File: src/rtl/rotr_pkg.sv
// Package: shared types for the flagless rotate slice.
// Assumes: the mode input carries the two-bit encoding listed below.
package rotr_pkg;

    // Processor operating modes, as driven on mode_i
    typedef enum logic [1:0] {
        MODE_REAL = 2'b00,
        MODE_VIRT = 2'b01,
        MODE_PROT = 2'b10,
        MODE_LONG = 2'b11
    } cpu_mode_e;

endpackage

File: src/rtl/rotr_decode.sv
// Module: rotr_decode
// Chooses the operand width from mode and W, masks the count to that width,
// and flags illegal combinations (L set, or a legacy real/virtual mode).
// Assumes: IMM_W >= CNT_W. Purely combinational.
module rotr_decode
    import rotr_pkg::*;
#(
    parameter int DATA_W   = 64,
    parameter int NARROW_W = 32,
    parameter int IMM_W    = 8,
    localparam int CNT_W   = $clog2(DATA_W),
    localparam int NCNT_W  = $clog2(NARROW_W)
) (
    input  logic [1:0]       mode_i,
    input  logic             vex_w_i,
    input  logic             vex_l_i,
    input  logic [IMM_W-1:0] imm_i,
    output logic             narrow_o,
    output logic [CNT_W-1:0] cnt_o,
    output logic             fault_o,
    output logic             flag_we_o
);

    cpu_mode_e mode;
    logic      legacy_mode;
    logic      unused_imm_hi;

    assign mode = cpu_mode_e'(mode_i);

    // Width select: W matters only in the 64-bit mode
    always_comb begin
        narrow_o = !((mode == MODE_LONG) && vex_w_i);
    end

    // Count mask: keep only as many bits as the operand width needs
    always_comb begin
        cnt_o = '0;
        if (narrow_o) begin
            cnt_o[NCNT_W-1:0] = imm_i[NCNT_W-1:0];
        end else begin
            cnt_o = imm_i[CNT_W-1:0];
        end
    end

    // Legality: legacy modes and a nonzero L both yield undefined opcode
    always_comb begin
        legacy_mode = (mode == MODE_REAL) || (mode == MODE_VIRT);
        fault_o     = legacy_mode || vex_l_i;
    end

    // This operation class never writes the arithmetic flags
    assign flag_we_o = 1'b0;

    assign unused_imm_hi = &{1'b0, imm_i[IMM_W-1:CNT_W]};

endmodule

File: src/rtl/rotr_barrel.sv
// Module: rotr_barrel
// Logarithmic rotate-right network. In narrow mode it rotates within the
// low NARROW_W bits and zero-fills the upper bits. A zero count is the
// identity, and no stage shifts by the full width.
// Assumes: in narrow mode, count bits at or above log2(NARROW_W) are zero.
module rotr_barrel #(
    parameter int DATA_W   = 64,
    parameter int NARROW_W = 32,
    localparam int CNT_W   = $clog2(DATA_W),
    localparam int NCNT_W  = $clog2(NARROW_W),
    localparam int PAD_W   = DATA_W - NARROW_W
) (
    input  logic [DATA_W-1:0] data_i,
    input  logic [CNT_W-1:0]  cnt_i,
    input  logic              narrow_i,
    output logic [DATA_W-1:0] data_o
);

    logic [DATA_W-1:0] stg [CNT_W+1];

    // Stage 0: drop the upper half for narrow operands
    always_comb begin
        stg[0] = narrow_i ? {{PAD_W{1'b0}}, data_i[NARROW_W-1:0]} : data_i;
    end

    for (genvar k = 0; k < CNT_W; k++) begin : g_stage
        localparam int AMT = 1 << k;
        logic [DATA_W-1:0] wide_rot;
        logic [DATA_W-1:0] narrow_rot;

        assign wide_rot = {stg[k][AMT-1:0], stg[k][DATA_W-1:AMT]};

        if (k < NCNT_W) begin : g_nrot
            assign narrow_rot = {{PAD_W{1'b0}}, stg[k][AMT-1:0], stg[k][NARROW_W-1:AMT]};
        end else begin : g_npass
            assign narrow_rot = stg[k];
        end

        // Apply this power-of-two step when its count bit is set
        always_comb begin
            if (cnt_i[k]) begin
                stg[k+1] = narrow_i ? narrow_rot : wide_rot;
            end else begin
                stg[k+1] = stg[k];
            end
        end
    end

    assign data_o = stg[CNT_W];

endmodule

File: src/rtl/rotr_unit.sv
// Module: rotr_unit (top)
// Rotate-right-by-immediate slice. Operands are captured on start_i, and the
// result or the fault appears one clock later. The flag write enable is never set.
// Assumes: synchronous active-low reset; result is zero on a fault.
module rotr_unit #(
    parameter int DATA_W   = 64,
    parameter int NARROW_W = 32,
    parameter int IMM_W    = 8,
    localparam int CNT_W   = $clog2(DATA_W)
) (
    input  logic              clk,
    input  logic              rst_n,
    input  logic              start_i,
    input  logic [DATA_W-1:0] src_i,
    input  logic [IMM_W-1:0]  imm_i,
    input  logic [1:0]        mode_i,
    input  logic              vex_w_i,
    input  logic              vex_l_i,
    output logic [DATA_W-1:0] result_o,
    output logic              valid_o,
    output logic              fault_o,
    output logic              flag_wr_en_o
);

    logic              narrow;
    logic [CNT_W-1:0]  cnt;
    logic              illegal;
    logic [DATA_W-1:0] rotated;

    rotr_decode #(
        .DATA_W  (DATA_W),
        .NARROW_W(NARROW_W),
        .IMM_W   (IMM_W)
    ) i_decode (
        .mode_i   (mode_i),
        .vex_w_i  (vex_w_i),
        .vex_l_i  (vex_l_i),
        .imm_i    (imm_i),
        .narrow_o (narrow),
        .cnt_o    (cnt),
        .fault_o  (illegal),
        .flag_we_o(flag_wr_en_o)
    );

    rotr_barrel #(
        .DATA_W  (DATA_W),
        .NARROW_W(NARROW_W)
    ) i_barrel (
        .data_i  (src_i),
        .cnt_i   (cnt),
        .narrow_i(narrow),
        .data_o  (rotated)
    );

    // Output register: capture the outcome on start, hold it otherwise
    always_ff @(posedge clk) begin
        if (!rst_n) begin
            result_o <= '0;
            valid_o  <= 1'b0;
            fault_o  <= 1'b0;
        end else begin
            valid_o <= start_i && !illegal;
            fault_o <= start_i && illegal;
            if (start_i) begin
                result_o <= illegal ? '0 : rotated;
            end
        end
    end

endmodule

File: config.mk
export PLATFORM = sky130hd
export DESIGN_NAME = rotr_unit
export DESIGN_NICKNAME = d
export VERILOG_FILES = /design/src/rtl/rotr_pkg.sv /design/src/rtl/rotr_decode.sv /design/src/rtl/rotr_barrel.sv /design/src/rtl/rotr_unit.sv
export SDC_FILE = /design/constraint.sdc
export NUM_CORES = 1
export LEC_CHECK = 0
export ABC_AREA = 1
export BUFFER_PORTS_ARGS = -buffer_cell sky130_fd_sc_hd__buf_4
export CAP_MARGIN = 20
export CELL_PAD_IN_SITES_DETAIL_PLACEMENT = 0
export CELL_PAD_IN_SITES_GLOBAL_PLACEMENT = 1
export CORE_ASPECT_RATIO = 0.9
export CORE_UTILIZATION = 38
export CTS_CLUSTER_SIZE = 10
export DETAILED_ROUTE_END_ITERATION = 8
export GPL_ROUTABILITY_DRIVEN = 0
export PLACE_DENSITY_LB_ADDON = 0.05
export SETUP_SLACK_MARGIN = 0.2
export SYNTH_ARGS = -nofsm -noshare
export SYNTH_HDL_FRONTEND = slang
export SYNTH_SLANG_ARGS = --single-unit
File: constraint.sdc
create_clock -name clk -period 2.65 [get_ports clk]
set_input_delay 0.795 -clock clk [delete_from_list [all_inputs] [get_ports clk]]
set_output_delay 0.795 -clock clk [all_outputs]
set_load 0.01 [all_outputs]
## Word-level counts from Yosys, hierarchy flattened

Cells that the tools add are included.

- Equality and inequality tests: 2
- Mux-type cells: 15
- Reductions and logical operators: 7

Operators by type and width:

| cell | count |
|---|---|
| 2-to-1 mux 64 bit | 14 |
| logical AND 1 bit | 3 |
| == test 2 x 1 -> 1 bit (second input constant) | 1 |
| == test 2 bit (second input constant) | 1 |
| logical NOT 2 bit | 1 |
| logical OR 1 bit | 2 |
| logical NOT 1 bit | 1 |
| 2-to-1 mux 1 bit | 1 |

- Flip-flop bits (word level): 66
- Logic and storage cells: 27
- Output and inout bits: 67

## Longest topological paths before layout

Gate-level depths: netlist of the first run.

- Word-level depth: 16
- Depth in mapped cells: 17

## Hierarchy

A second synthesis of the first run with hierarchy kept.

- Cells, all modules: 1,490
- Area total of the unflattened synthesis: 7,724.9 sq um

By module, submodules not included:

| module | area an instance (sq um) | instances | cells each |
|---|---|---|---|
| rotr_barrel | 5,281.3 | 1 | 1,187 |
| rotr_unit | 2,367.3 | 1 | 291 |
| rotr_decode | 76.3 | 1 | 12 |

## Least setup slack after synthesis of the first run

OpenSTA, ideal clock, no wires.

- Path type: input -> register
- From: input imm_i[0]
- To: register result_o[31]
- Stages on the path: 13
- Setup time: 0.132 ns
- Setup slack: 0.471 ns
- Arrival: 2.047 ns
- Path through: buf_4 -> buf_4 -> or2_1 -> o21ai_0 -> nand2_1 -> nand3_1 -> nand3_1 -> nand3_1 -> nand3_1 -> nand2_1 -> nand2_1 -> nand2_1 -> a21oi_1

- Word-level cells in the longest chain between the ends: 12

Ends and longest elaborated chain:

| what | line | source |
|---|---|---|
| start: declaration | rotr_unit.sv:15 | `input logic [IMM_W-1:0] imm_i,` |
| 2-to-1 mux 64 bit (*) | rotr_barrel.sv:41 | `if (cnt_i[k]) begin` |
| 2-to-1 mux 64 bit | rotr_barrel.sv:42 | `stg[k+1] = narrow_i ? narrow_rot : wide_rot;` |
| 2-to-1 mux 64 bit (*) | rotr_barrel.sv:41 |  |
| 2-to-1 mux 64 bit | rotr_barrel.sv:42 |  |
| 2-to-1 mux 64 bit (*) | rotr_barrel.sv:41 |  |
| 2-to-1 mux 64 bit | rotr_barrel.sv:42 |  |
| 2-to-1 mux 64 bit (*) | rotr_barrel.sv:41 |  |
| 2-to-1 mux 64 bit | rotr_barrel.sv:42 |  |
| 2-to-1 mux 64 bit (*) | rotr_barrel.sv:41 |  |
| 2-to-1 mux 64 bit | rotr_barrel.sv:42 |  |
| 2-to-1 mux 64 bit (*) | rotr_barrel.sv:41 |  |
| 2-to-1 mux 64 bit (*) | rotr_unit.sv:65 | `result_o <= illegal ? '0 : rotated;` |
| end signal: assignment | rotr_unit.sv:65 |  |
| end: declaration | rotr_unit.sv:19 | `output logic [DATA_W-1:0] result_o,` |

Every way passes the cells marked *; elsewhere a longest branch is shown, timed or not.
A chain may end at the register's enable or synchronous reset.

## Worst setup path in the final report of the first run

- From: input mode_i[1]
- To: register result_o[28]

- Word-level cells in the longest chain between the ends: 16

Ends and longest elaborated chain:

| what | line | source |
|---|---|---|
| start: declaration | rotr_unit.sv:16 | `input logic [1:0] mode_i,` |
| == test 2 bit | rotr_decode.sv:32 | `narrow_o = !((mode == MODE_LONG) && vex_w_i);` |
| logical AND 1 bit | rotr_decode.sv:32 |  |
| 2-to-1 mux 64 bit | rotr_barrel.sv:23 | `stg[0] = narrow_i ? {{PAD_W{1'b0}}, data_i[NARROW_W-1:0]} : data_i;` |
| 2-to-1 mux 64 bit | rotr_barrel.sv:42 |  |
| 2-to-1 mux 64 bit | rotr_barrel.sv:41 |  |
| 2-to-1 mux 64 bit | rotr_barrel.sv:42 |  |
| 2-to-1 mux 64 bit | rotr_barrel.sv:41 |  |
| 2-to-1 mux 64 bit | rotr_barrel.sv:42 |  |
| 2-to-1 mux 64 bit | rotr_barrel.sv:41 |  |
| 2-to-1 mux 64 bit | rotr_barrel.sv:42 |  |
| 2-to-1 mux 64 bit | rotr_barrel.sv:41 |  |
| 2-to-1 mux 64 bit | rotr_barrel.sv:42 |  |
| 2-to-1 mux 64 bit | rotr_barrel.sv:41 |  |
| 2-to-1 mux 64 bit | rotr_barrel.sv:42 |  |
| 2-to-1 mux 64 bit | rotr_barrel.sv:41 |  |
| 2-to-1 mux 64 bit (*) | rotr_unit.sv:65 |  |

Marked as above.

==> flow_results.org, run 1 <==
** Finish
- From synthesis to final layout, the design area changed by 22.79%.
- In the final layout, the share of cells above drive strength 1 is between 10% and 20%.
- Cells fill between 40 and 50% of the core in the end.
- Filler cells :: between 2000 and 2500
- Number of nets at the end of the flow :: 1574
- Final cell area excluding filler cells :: just over 9000 um2
- After the flow finishes, the layout carries non-filler instances totaling about 1700.
- 0 antenna diodes ended up in the layout.

** Clock network
- The H-tree was split into 3 levels.
- The later pin in the worst-skew pair is clocked with a latency of ~0.33 ns.
- TritonCTS built the clock tree.
- Num CTS Buffers :: 9
- The root buffer cell chosen for the clock tree is sky130_fd_sc_hd__clkbuf_16.
- Post-cts sizing count :: 0
- Maximum clock insertion buffer count :: 2
- Once the clock tree was built, the setup fixing pass inserted 0 buffers.
- Counting every sink on the clock net gives 66.
- Clk slew on worst S/H paths :: about 0.050 ns
- Buffers inserted to repair hold after CTS numbered 0.

** Timing
- Final clock skew :: 0 ns
- The smallest clock period supported by the final layout is computed as 2.366 ns.
- Actual slew at the worst max-slew pin :: 0.6329 ns
- Maximum clock rate :: 422.7 MHz
- The final-report max-slew violation count was 0.
- Hold violation count in the final report :: 0
- Max-Slew Margin vs Limit :: between 50% and 60%
- Final setup violation count :: 0
- Setup repair after global routing missed its margin :: yes
- After layout, the worst path uses approximately 89% of the clock period.
- Setup tns final :: 0 ns

** Worst setup path
- At the worst endpoint, the arrival time is approximately 2.6 ns.
- Worst path required time :: approximately 2.9 ns
- The worst setup path is launched from an input pin.
- Category of the worst setup path capture point :: flop
- Setup crit start :: mode_i[1]
- R2R Path Start :: result_o[32]$_SDFFE_PN0P_
- Along the worst path, the maximum fanout reaches 15.
- Worst-case reg-to-reg path depth :: 2
- The worst setup path is of the in -> reg kind.

** Pwr
- In this run the static leakage power is between 4 and 5 nW.
- Worst IR Drop VDD :: around 0.00027 V
- Total Power :: ~3.5 mW
- Power Density :: between 300 and 400 nW/um2

** Synth
- Post-synth EDFFs :: 0
- The share of the Yosys chip area taken by registers is about 18%.
- In the post-synthesis netlist, the biggest area contributors are sky130_fd_sc_hd__nand3_1, sky130_fd_sc_hd__nand2_1, sky130_fd_sc_hd__dfxtp_1, sky130_fd_sc_hd__a21oi_1, sky130_fd_sc_hd__inv_1.
- Number of flip-flops and latches in the synthesized netlist :: 66
- In the synthesized netlist the dominant register cell turns out to be sky130_fd_sc_hd__dfxtp_1.
- The share of synthesized area in the top cell type comes to 39.04%.
- Of all flip-flops after synthesis, the portion carrying an async set or reset was 0%.
- Count of synthesis-stage warnings from yosys :: 0
- Number of different library cells in the post-synthesis netlist :: 27
- Post-synthesis cell type with the largest combined area :: sky130_fd_sc_hd__nand3_1
- The mapped netlist covers 7461 um2.
- Avg Synthesized Cell Area :: between 5 and 6 um2
- After technology mapping, the gate count stands at 1414.
- The number of nets in the synthesized netlist is 1493.

** Routing
- The detail route stage leaves a number of antenna-violating nets equal to 0.
- Vias after detailed routing :: about 10000
- Initial DRC count :: between 1000 and 1500
- DRT Wirelength :: around 32000 um
- Using the TritonRoute via totals, the vias-per-cell ratio works out to 5.723.
- Detailed-routing iteration count for the pre-antenna-repair pass :: 5
- Dividing the detail-routed wire length by the instance count gives approximately 18 um.
- DRC errors left :: 0

** Hold path
- Source of the worst hold timing path :: result_o[45]$_SDFFE_PN0P_
- Type of the tightest min-delay check :: reg -> reg
- Counting instances, the worst hold path has a depth of 2.

** Die
- Total I/O pin count :: 146
- After floorplanning, the core was divided into 48 placement rows.
- Initial Utilization :: 38.82%
- Floorplan die width :: approximately 150 um
- Core region area :: roughly 19000 um2
- Die span in y :: roughly 130 um
- Die area :: roughly 20000 um2

** Placement
- During placement, the flow inserted port buffers numbering ~140.
- Detailed Place HPWL :: between 20000 and 30000 um
- The placed instances occupy a cell area of ~8800 um2.
- Cell count after placement :: 1731

** Job
- Max-cap violations in this run came to 0.

** Global routing
- The initial antenna violation count was 0.
- The via count of the first global-routing pass is ~9000.
- The total overflow left after global routing is 0.
- First-pass GRT wire length :: between 40000 and 50000 um
- Entering global routing, the biggest net connects 66 pins.
- For this run, the total global-route usage over all layers was measured as a little under a third.

** Outcome
- Outcome :: completed
## metal layers
layer | vias to the layer above | GRT usage [%] | share of wire, %
li1 | 4939 | - | -
met1 | 4564 | 42.44 | 44
met2 | 443 | 51.03 | 44
met3 | 58 | 7.027 | 8.8
met4 | 0 | 8.979 | 2.7
met5 | - | 0 | 0
## cells by family after synthesis
kind of cell	count (synthesis)	share of synthesized area, %
flip-flops	66	17.71
AND/OR/NAND/NOR	1084	65.91
other	1	0.05026
AO/OA/AOI/OAI	85	5.702
buffers and inverters	178	10.63
## Yosys cell counts (2+ instances only)
cell type	instances
sky130_fd_sc_hd__buf_2	34
sky130_fd_sc_hd__inv_1	56
sky130_fd_sc_hd__nand3_1	582
sky130_fd_sc_hd__buf_4	14
sky130_fd_sc_hd__nor2_4	2
sky130_fd_sc_hd__o21ai_1	3
sky130_fd_sc_hd__buf_6	3
sky130_fd_sc_hd__clkbuf_1	37
sky130_fd_sc_hd__and2_1	2
sky130_fd_sc_hd__nand2_1	459
sky130_fd_sc_hd__clkinv_1	5
sky130_fd_sc_hd__inv_2	4
sky130_fd_sc_hd__dfxtp_1	66
sky130_fd_sc_hd__nand3_2	10
sky130_fd_sc_hd__nand3b_1	4
sky130_fd_sc_hd__a21oi_1	78
sky130_fd_sc_hd__nor2_1	20
sky130_fd_sc_hd__o21ai_0	4
sky130_fd_sc_hd__buf_1	23
## where the power goes
group	switching, mW	leakage [nW]	internal, mW
clock network	0.410	0.137	0.697
registers	0.0140	0.535	1.02
logic	0.887	3.74	0.450
## metrics by stage
step                setup WS, ns  hold slack [ns]
global route              0.1554           0.4776
floorplan                 0.4711           0.4900
CTS                       0.3228           0.4645
global placement        0.002481           0.4539
finish                    0.2840           0.4626
detailed placement      -0.01931           0.4562
## worst max-delay path, cell delays in order
cell                      delay (ns)
sky130_fd_sc_hd__buf_4          0.14
sky130_fd_sc_hd__nand3_2        0.26
sky130_fd_sc_hd__buf_4          0.31
sky130_fd_sc_hd__a21oi_1        0.26
sky130_fd_sc_hd__nand3_1        0.25
sky130_fd_sc_hd__nand2_1        0.19
sky130_fd_sc_hd__nand2_1        0.07
sky130_fd_sc_hd__nand2_1        0.10
sky130_fd_sc_hd__nand2_1        0.06
sky130_fd_sc_hd__nand2_1        0.07
sky130_fd_sc_hd__a21oi_1        0.06
## layout by cell type (no fill, tap or decap), drive strengths merged
cell type / count
inv: 62
conb: 1
or2: 2
buf: 178
clkinvlp: 1
dfxtp: 66
clkinv: 6
and2: 2
nand2: 459
nor3: 1
o21ai: 7
clkbuf: 14
a21oi: 78
nand3b: 4
nor2: 23
nand3: 594
## path summary, 6_finish.rpt
kind,to,slack [ns]
worst max-delay path,result_o[28]$_SDFFE_PN0P_,0.28
worst min-delay path,result_o[45]$_SDFFE_PN0P_,0.46
worst max register to register,result_o[32]$_SDFFE_PN0P_,1.98
worst min register to register,result_o[45]$_SDFFE_PN0P_,0.46
## registers in the layout, indices dropped and copies added (netlist names)
| name | count |
|---|---|
| fault_o | 1 |
| result_o | 64 |
| valid_o | 1 |
## area by class of cell
| class | count | area [um2] | share of cell area, % |
|---|---|---|---|
| Sequential cell | 66 | 1321 | 14.42 |
| Clock inverter | 2 | 12.51 | 0.1366 |
| Inverter | 67 | 261.5 | 2.854 |
| Multi-Input combinational cell | 1171 | 5371 | 58.63 |
| Clock buffer | 12 | 266.5 | 2.909 |
| Timing Repair Buffer | 180 | 1615 | 17.63 |
| Tap cell | 250 | 312.8 | 3.414 |
No activity file was read; power rests on OpenSTA's default activity.
==> inputs of run 2 (changes only) <==
Settings changed: BUFFER_PORTS_ARGS -buffer_cell sky130_fd_sc_hd__buf_4 to -buffer_cell sky130_fd_sc_hd__buf_2.
==> run 2 against run 1 <==
- clock-buffer cell count rose by 1
- first-iteration DRC count down 18%
- cell count grew 0.74%
- flip-flop and latch count unchanged
- global-route usage rose by 0.096 points
- sequential share of layout area increased by 0.25 points
- worst hold slack got worse by 0.0036 ns
- die area unchanged
- highest routed layer unchanged
==> flow_results.org, run 2 (synthesized netlist as in run 1, its figures left out) <==
** Outcome
- Outcome :: completed (unchanged)

** Worst setup path
- Worst-case reg-to-reg path depth :: 2 (unchanged)
- The biggest fanout along the worst timing path is 16 (was 15).
- Levels on crit path :: 13 (was 11)
- Most common cell type on the critical path :: sky130_fd_sc_hd__nand3_1 (was sky130_fd_sc_hd__nand2_1)
- The critical register-to-register path endpoint was result_o[30]$_SDFFE_PN0P_ (was result_o[32]$_SDFFE_PN0P_).
- Capture point of the critical path :: result_o[7]$_SDFFE_PN0P_ (was result_o[28]$_SDFFE_PN0P_)
- The critical path data required time came to 2.90 ns (was 2.86 ns).
- The cell type of the slowest stage on the worst timing path was sky130_fd_sc_hd__nor2_4 (was sky130_fd_sc_hd__buf_4).
- The highest cell delay on the worst timing path came to 0.21 ns (was 0.31 ns).
- Cells traversed along the worst timing path :: buf_2 -> nand2_1 -> nor2_4 -> buf_12 -> buf_4 -> nand3_1 -> nand2_1 -> nand2_1 -> nand3_1 -> nand3_1 -> nand3_1 -> nand3_2 -> a21oi_1 (was buf_4 -> nand3_2 -> buf_4 -> a21oi_1 -> nand3_1 -> nand2_1 -> nand2_1 -> nand2_1 -> nand2_1 -> nand2_1 -> a21oi_1)
- Type of element launching the critical path :: input pin (unchanged)
- Setup crit start :: mode_i[0] (was mode_i[1])
- Critical Setup Path Class :: in -> reg (unchanged)
- The largest delay contributor family on the critical path was simple AND/OR/NAND/NOR gates (unchanged).
- Bufs and invs on worst path :: 3 (was 2)
- The startpoint of the most critical register-to-register path is result_o[30]$_SDFFE_PN0P_ (was result_o[32]$_SDFFE_PN0P_).
- The slack of the worst reg-to-reg path came to 1.98 ns (about the same).
- The arrival time at the worst endpoint was 2.65 ns (was 2.58 ns).
- The critical path endpoint category is a flop (unchanged).

** Finish
- The core utilization of the finished layout was 46.85% (was 47.67%).
- Largest registers: result_o: 64 flops, fault_o: 1 flops, valid_o: 1 flops (unchanged).
- Highest-count cells in the layout ignoring fill and taps :: sky130_fd_sc_hd__nand3_1, sky130_fd_sc_hd__nand2_1, sky130_fd_sc_hd__buf_2 (was sky130_fd_sc_hd__nand3_1, sky130_fd_sc_hd__nand2_1, sky130_fd_sc_hd__buf_4)
- The most frequent standard cell in the layout excluding fill and tap cells was sky130_fd_sc_hd__nand3_1 (unchanged).
- The final instance count without filler cells was 1761 (was 1748).
- The area of all placed cells without fillers is 9004 um2 (was 9161 um2).
- Biggest register :: result_o (unchanged)
- The number of flip-flops in the largest register came to 64 (unchanged).
- Share of post-route cells with drive strength above 1 :: 16.15% (was 14.75%)
- Diode insertion count for antenna repair :: 0 (unchanged)
- The layout overhead on the synthesized area came to 20.68% (was 22.79%).
- Number of nets at the end of the flow :: 1586 (was 1574)

** Pwr
- Share of total power in the clock network :: 35.2% (was 31.8%)
- The switching part of the total is 36.13% (was 37.71%).
- The cell leakage power came to 4.439 nW (was 4.415 nW).
- Reg power frac :: 28.5% (was 29.7%)
- The cell-internal power is 2.313 mW (was 2.166 mW).
- Worst IR Drop VDD :: 0.0003059 V (was 0.0002708 V)
- The power spent charging and discharging nets was 1.309 mW (was 1.311 mW).
- Power Density :: 402.3 nW/um2 (was 379.6 nW/um2)
- Total Power :: 3.622 mW (was 3.478 mW)
- Logic pwr share :: 36.3% (was 38.4%)

** Routing
- The detailed-router iteration count before antenna repair was 6 (was 5).
- Via density :: 5.685 (was 5.723)
- Initial DRC count :: 1052 (was 1284)
- DRT Wirelength :: 31970 um (was 32310 um)
- DRC errors left :: 0 (unchanged)
- Vias after detailed routing :: 10010 (was 10000)
- The final antenna-violating net count was 0 (unchanged).
- The average wire length per cell after detail routing came to 18.16 um (was 18.49 um).

** Clock network
- Clk slew on worst S/H paths :: 0.05 ns (about the same)
- The buffer type at the clock tree root is sky130_fd_sc_hd__clkbuf_16 (unchanged).
- Clk sink count :: 66 (unchanged)
- Maximum clock insertion buffer count :: 2 (unchanged)
- The CTS H-tree depth was 3 (unchanged).
- The TritonCTS clock tree is done (unchanged).
- The total CTS buffers came to 9 (unchanged).
- The number of hold-repair buffers added at the cts stage came to 0 (unchanged).
- Latest clock arrival within the worst-skew pair :: 0.32 ns (was 0.33 ns)

** Placement
- The sum of net half-perimeters after detailed placement was 25110 um (was 25160 um).
- The count of input and output buffers is 142 (unchanged).
- The instance area at placement came to 8563 um2 (was 8803 um2).
- Cell count after placement :: 1743 (was 1731)

** Timing
- The post-route clock skew came to 0 ns (unchanged).
- Final number of max-transition violations :: 0 (unchanged)
- The maximum clock frequency came to 418.2 MHz (was 422.7 MHz).
- Setup repair after global routing missed its margin :: yes (unchanged)
- Setup tns final :: 0 ns (unchanged)
- Final setup violation count :: 0 (unchanged)
- Period utilisation layout :: 90.23% (was 89.28%)
- The time the worst path needs with I/O delays and setup was 2.391 ns (was 2.366 ns).
- The hold violation total from the final report was 0 (unchanged).

** Job
- Maximum capacitance violations :: 0 (unchanged)

** Global routing
- Overall Global Routing Usage :: 31.88% (was 31.78%)
- Maximum number of pins on one net before global-route repair :: 66 (unchanged)
- The first-pass GRT wire length was 49180 um (was 48980 um).
- Number of global-route vias before repair :: 9058 (was 8741)
- Total overflow reported by the global router :: 0 (unchanged)
- Antenna violations before repair :: 0 (unchanged)

** Hold path
- The classification of the worst-slack hold path is reg -> reg (unchanged).

** Die
- Number of standard-cell rows in the floorplan :: 48 (unchanged)
- The vertical die dimension is 134.9 um (unchanged).
- The placeable core region was 19220 um2 (unchanged).
- Floorplan die width :: 149.7 um (unchanged)
- Initial Utilization :: 38.82% (unchanged)
- Die area :: 20200 um2 (unchanged)
- Total I/O pin count :: 146 (unchanged)
[run 2: worst min-delay path by stage]
stage          depth (start not counted)                  endpoint                startpoint  slack (ns)
2_1_floorplan                          2  result_o[0]$_SDFFE_PN0P_  result_o[0]$_SDFFE_PN0P_        0.49
3_3_place_gp                           2  result_o[3]$_SDFFE_PN0P_  result_o[3]$_SDFFE_PN0P_        0.45
3_5_place_dp                           2  result_o[0]$_SDFFE_PN0P_  result_o[0]$_SDFFE_PN0P_        0.45
4_1_cts                                2  result_o[0]$_SDFFE_PN0P_  result_o[0]$_SDFFE_PN0P_        0.46
5_1_grt                                2  result_o[0]$_SDFFE_PN0P_  result_o[0]$_SDFFE_PN0P_        0.47
6_report                               2  result_o[6]$_SDFFE_PN0P_  result_o[6]$_SDFFE_PN0P_        0.46
[run 2: power groups by stage]
stage	registers, mW	logic [mW]	clock network [mW]
5_1_grt	1.03	1.45	1.34
2_1_floorplan	1.06	0.800	0
3_3_place_gp	1.05	1.26	0
6_report	1.03	1.31	1.28
3_5_place_dp	1.05	1.26	0
4_1_cts	1.03	1.26	1.29
[run 2: stage by stage]
stage	worst slack, ns	hold slack, ns
after floorplan	0.4711	0.4900
after global placement	0.0005891	0.4499
after detailed placement	-0.02598	0.4528
after CTS	0.3122	0.4605
after global routing	0.1453	0.4693
final	0.2588	0.4589
[run 2: cell type report]
class                   count  area, um2
flip-flops and latches     66       1321
repair buffers            192       1363
fillers                  2190      10210
well taps                 250      312.8
multi-input cells        1171       5428
clock buffers              13      260.3
inverters                  67      259.0
clock inverters             2      60.06
[run 2: worst reg2reg max path, stage by stage (launching register included)]
cell and delay, ns:
sky130_fd_sc_hd__dfxtp_1 0.39, sky130_fd_sc_hd__nand2_1 0.07, sky130_fd_sc_hd__a21oi_1 0.14
[run 2: timing repair]
item | in CTS | in global routing
endpoints found under the setup margin | 0 | 56
resized for setup | 0 | 19
setup buffers | 0 | 1
[run 2: metal layers]
layer  vias to the layer above  GRT usage [%]  part of all wire (%)
met5                         -              0                     0
met4                         0          11.78                   3.9
met3                        70          6.182                   8.7
met2                       463          49.90                    44
met1                      4519          43.11                    44
li1                       4960              -                     -
==> inputs of run 3 (changes only) <==
Settings changed: CORE_UTILIZATION 38 to 40.
Clock period 2.65 ns to 2.96 ns, I/O delays scaled along.
==> run 3 against run 2 <==
- the run now ends with DRC left
- clock power is 10% lower
- worst setup slack better by 0.22 ns
- flip-flop and latch count stayed put
- combinational power is 15% lower
- worst hold slack better by 0.00083 ns
- cell area is 4.0% lower
- utilization is 0.27 points higher
- critical path depth is 2 lower
- largest cell class unchanged
==> flow_results.org, run 3 (synthesized netlist as in run 1, its figures left out) <==
** Finish
- The number of nets at the end of the flow was 1563 (was 1586).
- Largest registers: result_o: 64 flops, fault_o: 1 flops, valid_o: 1 flops (unchanged).
- The number of antenna repair diodes is 0 (unchanged).
- The layout overhead on the synthesized area was 15.86% (was 20.68%).
- Final cell area excluding filler cells :: 8645 um2 (was 9004 um2)
- The number of filler cells placed in the layout was 2134 (was 2190).
- Final instance count without filler cells :: 1734 (was 1761)
- Biggest register :: result_o (unchanged)
- The core utilization of the finished layout is 47.12% (was 46.85%).
- Highest-count cells in the layout ignoring fill and taps: sky130_fd_sc_hd__nand3_1, sky130_fd_sc_hd__nand2_1, sky130_fd_sc_hd__buf_2 (unchanged).
- The number of flip-flops in the largest register is 64 (unchanged).
- Most common library cell in the layout ignoring fill and taps :: sky130_fd_sc_hd__nand3_1 (unchanged)
- Share of post-route cells with drive strength above 1 :: 14.04% (was 16.15%)

** Worst setup path
- The largest delay contributor family on the critical path is simple AND/OR/NAND/NOR gates (unchanged).
- The critical register-to-register path endpoint is result_o[40]$_SDFFE_PN0P_ (was result_o[30]$_SDFFE_PN0P_).
- Cells traversed along the worst timing path: buf_2 -> inv_6 -> buf_12 -> nand3_1 -> nand3_1 -> nand3_1 -> nand3_1 -> nand3_1 -> nand3_1 -> nand3_1 -> a21oi_1 (was buf_2 -> nand2_1 -> nor2_4 -> buf_12 -> buf_4 -> nand3_1 -> nand2_1 -> nand2_1 -> nand3_1 -> nand3_1 -> nand3_1 -> nand3_2 -> a21oi_1).
- The count of buffering cells on the critical path with inverters included came to 3 (unchanged).
- The arrival time at the worst endpoint came to 2.75 ns (was 2.65 ns).
- The library cell appearing most often on the critical path is sky130_fd_sc_hd__nand3_1 (unchanged).
- The worst setup path category is in -> reg (unchanged).
- The critical path data required time is 3.23 ns (was 2.90 ns).
- Category of the worst setup path capture point :: flop (unchanged)
- The slack of the worst reg-to-reg path was 2.29 ns (was 1.98 ns).
- The startpoint of the most critical register-to-register path was result_o[40]$_SDFFE_PN0P_ (was result_o[30]$_SDFFE_PN0P_).
- Slowest CP cell :: sky130_fd_sc_hd__nand3_1 (was sky130_fd_sc_hd__nor2_4)
- Slowest cell delay on critical path :: 0.23 ns (was 0.21 ns)
- The type of origin of the critical path was an input pin (unchanged).
- Worst-case reg-to-reg path depth :: 2 (unchanged)
- The biggest fanout along the worst timing path came to 36 (was 16).

** Timing
- Hold violation count in the final report :: 0 (unchanged)
- Smallest setup slack after layout :: 0.4837 ns (was 0.2588 ns)
- The count of endpoints failing setup in the final report was 0 (unchanged).
- Actual slew at the worst max-slew pin :: slightly below 0.7 ns
- Period utilisation layout :: 83.66%
- Setup repair after global routing missed its margin :: no (was yes)
- The post-route clock skew came to 0 ns (unchanged).
- Maximum clock rate :: 403.8 MHz
- The sum of negative setup slack came to 0 ns (unchanged).
- Final min period :: 2.476 ns
- Final number of max-transition violations :: 0 (unchanged)
- Headroom to the max-slew limit came out at 54.48%.

** Routing
- DRT Wirelength :: 30960 um (was 31970 um)
- The detailed-router iteration count before antenna repair came to 8 (was 6).
- The via total after detailed routing was 9846 (was 10010).
- Via density :: 5.678 (was 5.685)
- WL per Instance :: 17.85 um (was 18.16 um)
- Initial DRC count :: 1261 (was 1052)
- The DRC violations left was 4 (was 0).
- Antenna-violating nets left :: 0 (unchanged)

** Hold path
- Source of the worst hold timing path :: result_o[5]$_SDFFE_PN0P_ (was result_o[6]$_SDFFE_PN0P_)
- Type of the tightest min-delay check :: reg -> reg (unchanged)
- Hold-critical path depth :: 2 (unchanged)
- The endpoint with the worst hold slack was result_o[5]$_SDFFE_PN0P_ (was result_o[6]$_SDFFE_PN0P_).

** Global routing
- The overall fraction of global-route tracks in use is 32.61% (was 31.88%).
- First-pass GRT wire length :: 48410 um (was 49180 um)
- Maximum number of pins on one net before global-route repair :: 66 (unchanged)
- The via count of the first global-routing pass came to 8722 (was 9058).
- Total overflow reported by the global router :: 0 (unchanged)
- Antenna violations before repair :: 0 (unchanged)

** Die
- The die extent in x came to 146.0 um (was 149.7 um).
- The top-level port count was 146 (unchanged).
- Number of standard-cell rows in the floorplan :: 47 (was 48)
- Core region area :: 18350 um2 (was 19220 um2)
- Die area :: 19200 um2 (was 20200 um2)
- Initial Utilization :: 40.66% (was 38.82%)
- Die span in y :: 131.6 um (was 134.9 um)

** Clock network
- The CTS H-tree depth came to 3 (unchanged).
- The total of cells resized after clock tree synthesis was 0 (unchanged).
- The clock latency on the worst-skew pair came to 0.33 ns (was 0.32 ns).
- Number of setup buffers added after CTS :: 0 (unchanged)
- Number of hold buffers added after cts :: 0 (unchanged)
- Clock tree from TritonCTS :: done (unchanged)
- Clk sink count :: 66 (unchanged)
- The clock-pin slew on the worst setup and hold paths is 0.06 ns (was 0.05 ns).
- The buffer type at the clock tree root is sky130_fd_sc_hd__clkbuf_16 (unchanged).
- Maximum clock insertion buffer count :: 2 (unchanged)
- The total CTS buffers came to 9 (unchanged).

** Placement
- Placed Area :: 8319 um2 (was 8563 um2)
- Buffers on Ports :: 142 (unchanged)
- The count of placed standard cells including taps was 1718 (was 1743).
- The pre-CTS setup slack was 0.2060 ns (was -0.02598 ns).
- Detailed Place HPWL :: 24350 um (was 25110 um)

** Pwr
- The power density over the cells was 369.0 nW/um2 (was 402.3 nW/um2).
- The worst-case vdd ir drop was 0.0002427 V (was 0.0003059 V).
- Standby leakage power :: 4.287 nW (was 4.439 nW)

** Outcome
- The checks that failed: DRC.
- Outcome :: finished with violations (was completed)

** Job
- The max capacitance violation total is 0 (unchanged).
## run 3: changes by cell type in the layout (fill, tap and decap cells not counted), sizes merged
cell    delta
buf       -19
clkinv     +2
inv        +3
nand3      -1
clkbuf     -7
## run 3: through the flow
stage                     hold WS, ns  total power [mW]
after floorplan                0.4900             1.670
after global routing           0.4812             3.368
after global placement         0.4523             2.028
final                          0.4598             3.190
after CTS                      0.4619             3.188
after detailed placement       0.4522             2.031
## run 3: where the power goes
group / leakage (nW) / total, mW / internal (mW) / switching [mW]
Clock: 0.160 / 1.15 / 0.744 / 0.406
Combinational: 3.59 / 1.12 / 0.341 / 0.776
Sequential: 0.535 / 0.923 / 0.912 / 0.0112
Total: 4.29 / 3.19 / 2.00 / 1.19
## run 3: tightest hold or removal path, delay by kind of cell (launching register included)
family           cells  cell delay, ns
flip-flops           1            0.30
AO/OA/AOI/OAI        1            0.05
AND/OR/NAND/NOR      1            0.06
## run 3: how the worst max path moves through the flow
stage | startpoint | end | slack (ns) | cells after the start
floorplan | imm_i[0] | result_o[31]$_SDFFE_PN0P_ | 0.69 | 13
global placement | imm_i[1] | result_o[27]$_SDFFE_PN0P_ | 0.22 | 13
detailed placement | mode_i[1] | result_o[37]$_SDFFE_PN0P_ | 0.21 | 13
CTS | imm_i[0] | result_o[22]$_SDFFE_PN0P_ | 0.56 | 13
global route | mode_i[1] | result_o[37]$_SDFFE_PN0P_ | 0.34 | 13
finish | imm_i[0] | result_o[37]$_SDFFE_PN0P_ | 0.48 | 11
## run 3: final cells by class
| class | instances | area (um2) | share of cell area (%) |
|---|---|---|---|
| Inverter | 67 | 259.0 | 2.996 |
| Tap cell | 245 | 306.5 | 3.546 |
| Clock buffer | 9 | 225.2 | 2.605 |
| Clock inverter | 7 | 100.1 | 1.158 |
| Sequential cell | 66 | 1321 | 15.28 |
| Multi-Input combinational cell | 1170 | 5349 | 61.88 |
| Timing Repair Buffer | 170 | 1084 | 12.53 |
## run 3: layer usage
metal | vias up | track usage, % | wire length (um)
li1 | 4910 | - | -
met1 | 4394 | 43.68 | 13400
met2 | 475 | 51.49 | 13510
met3 | 67 | 6.701 | 2973
met4 | 0 | 11.58 | 1076
met5 | - | 0 | 0
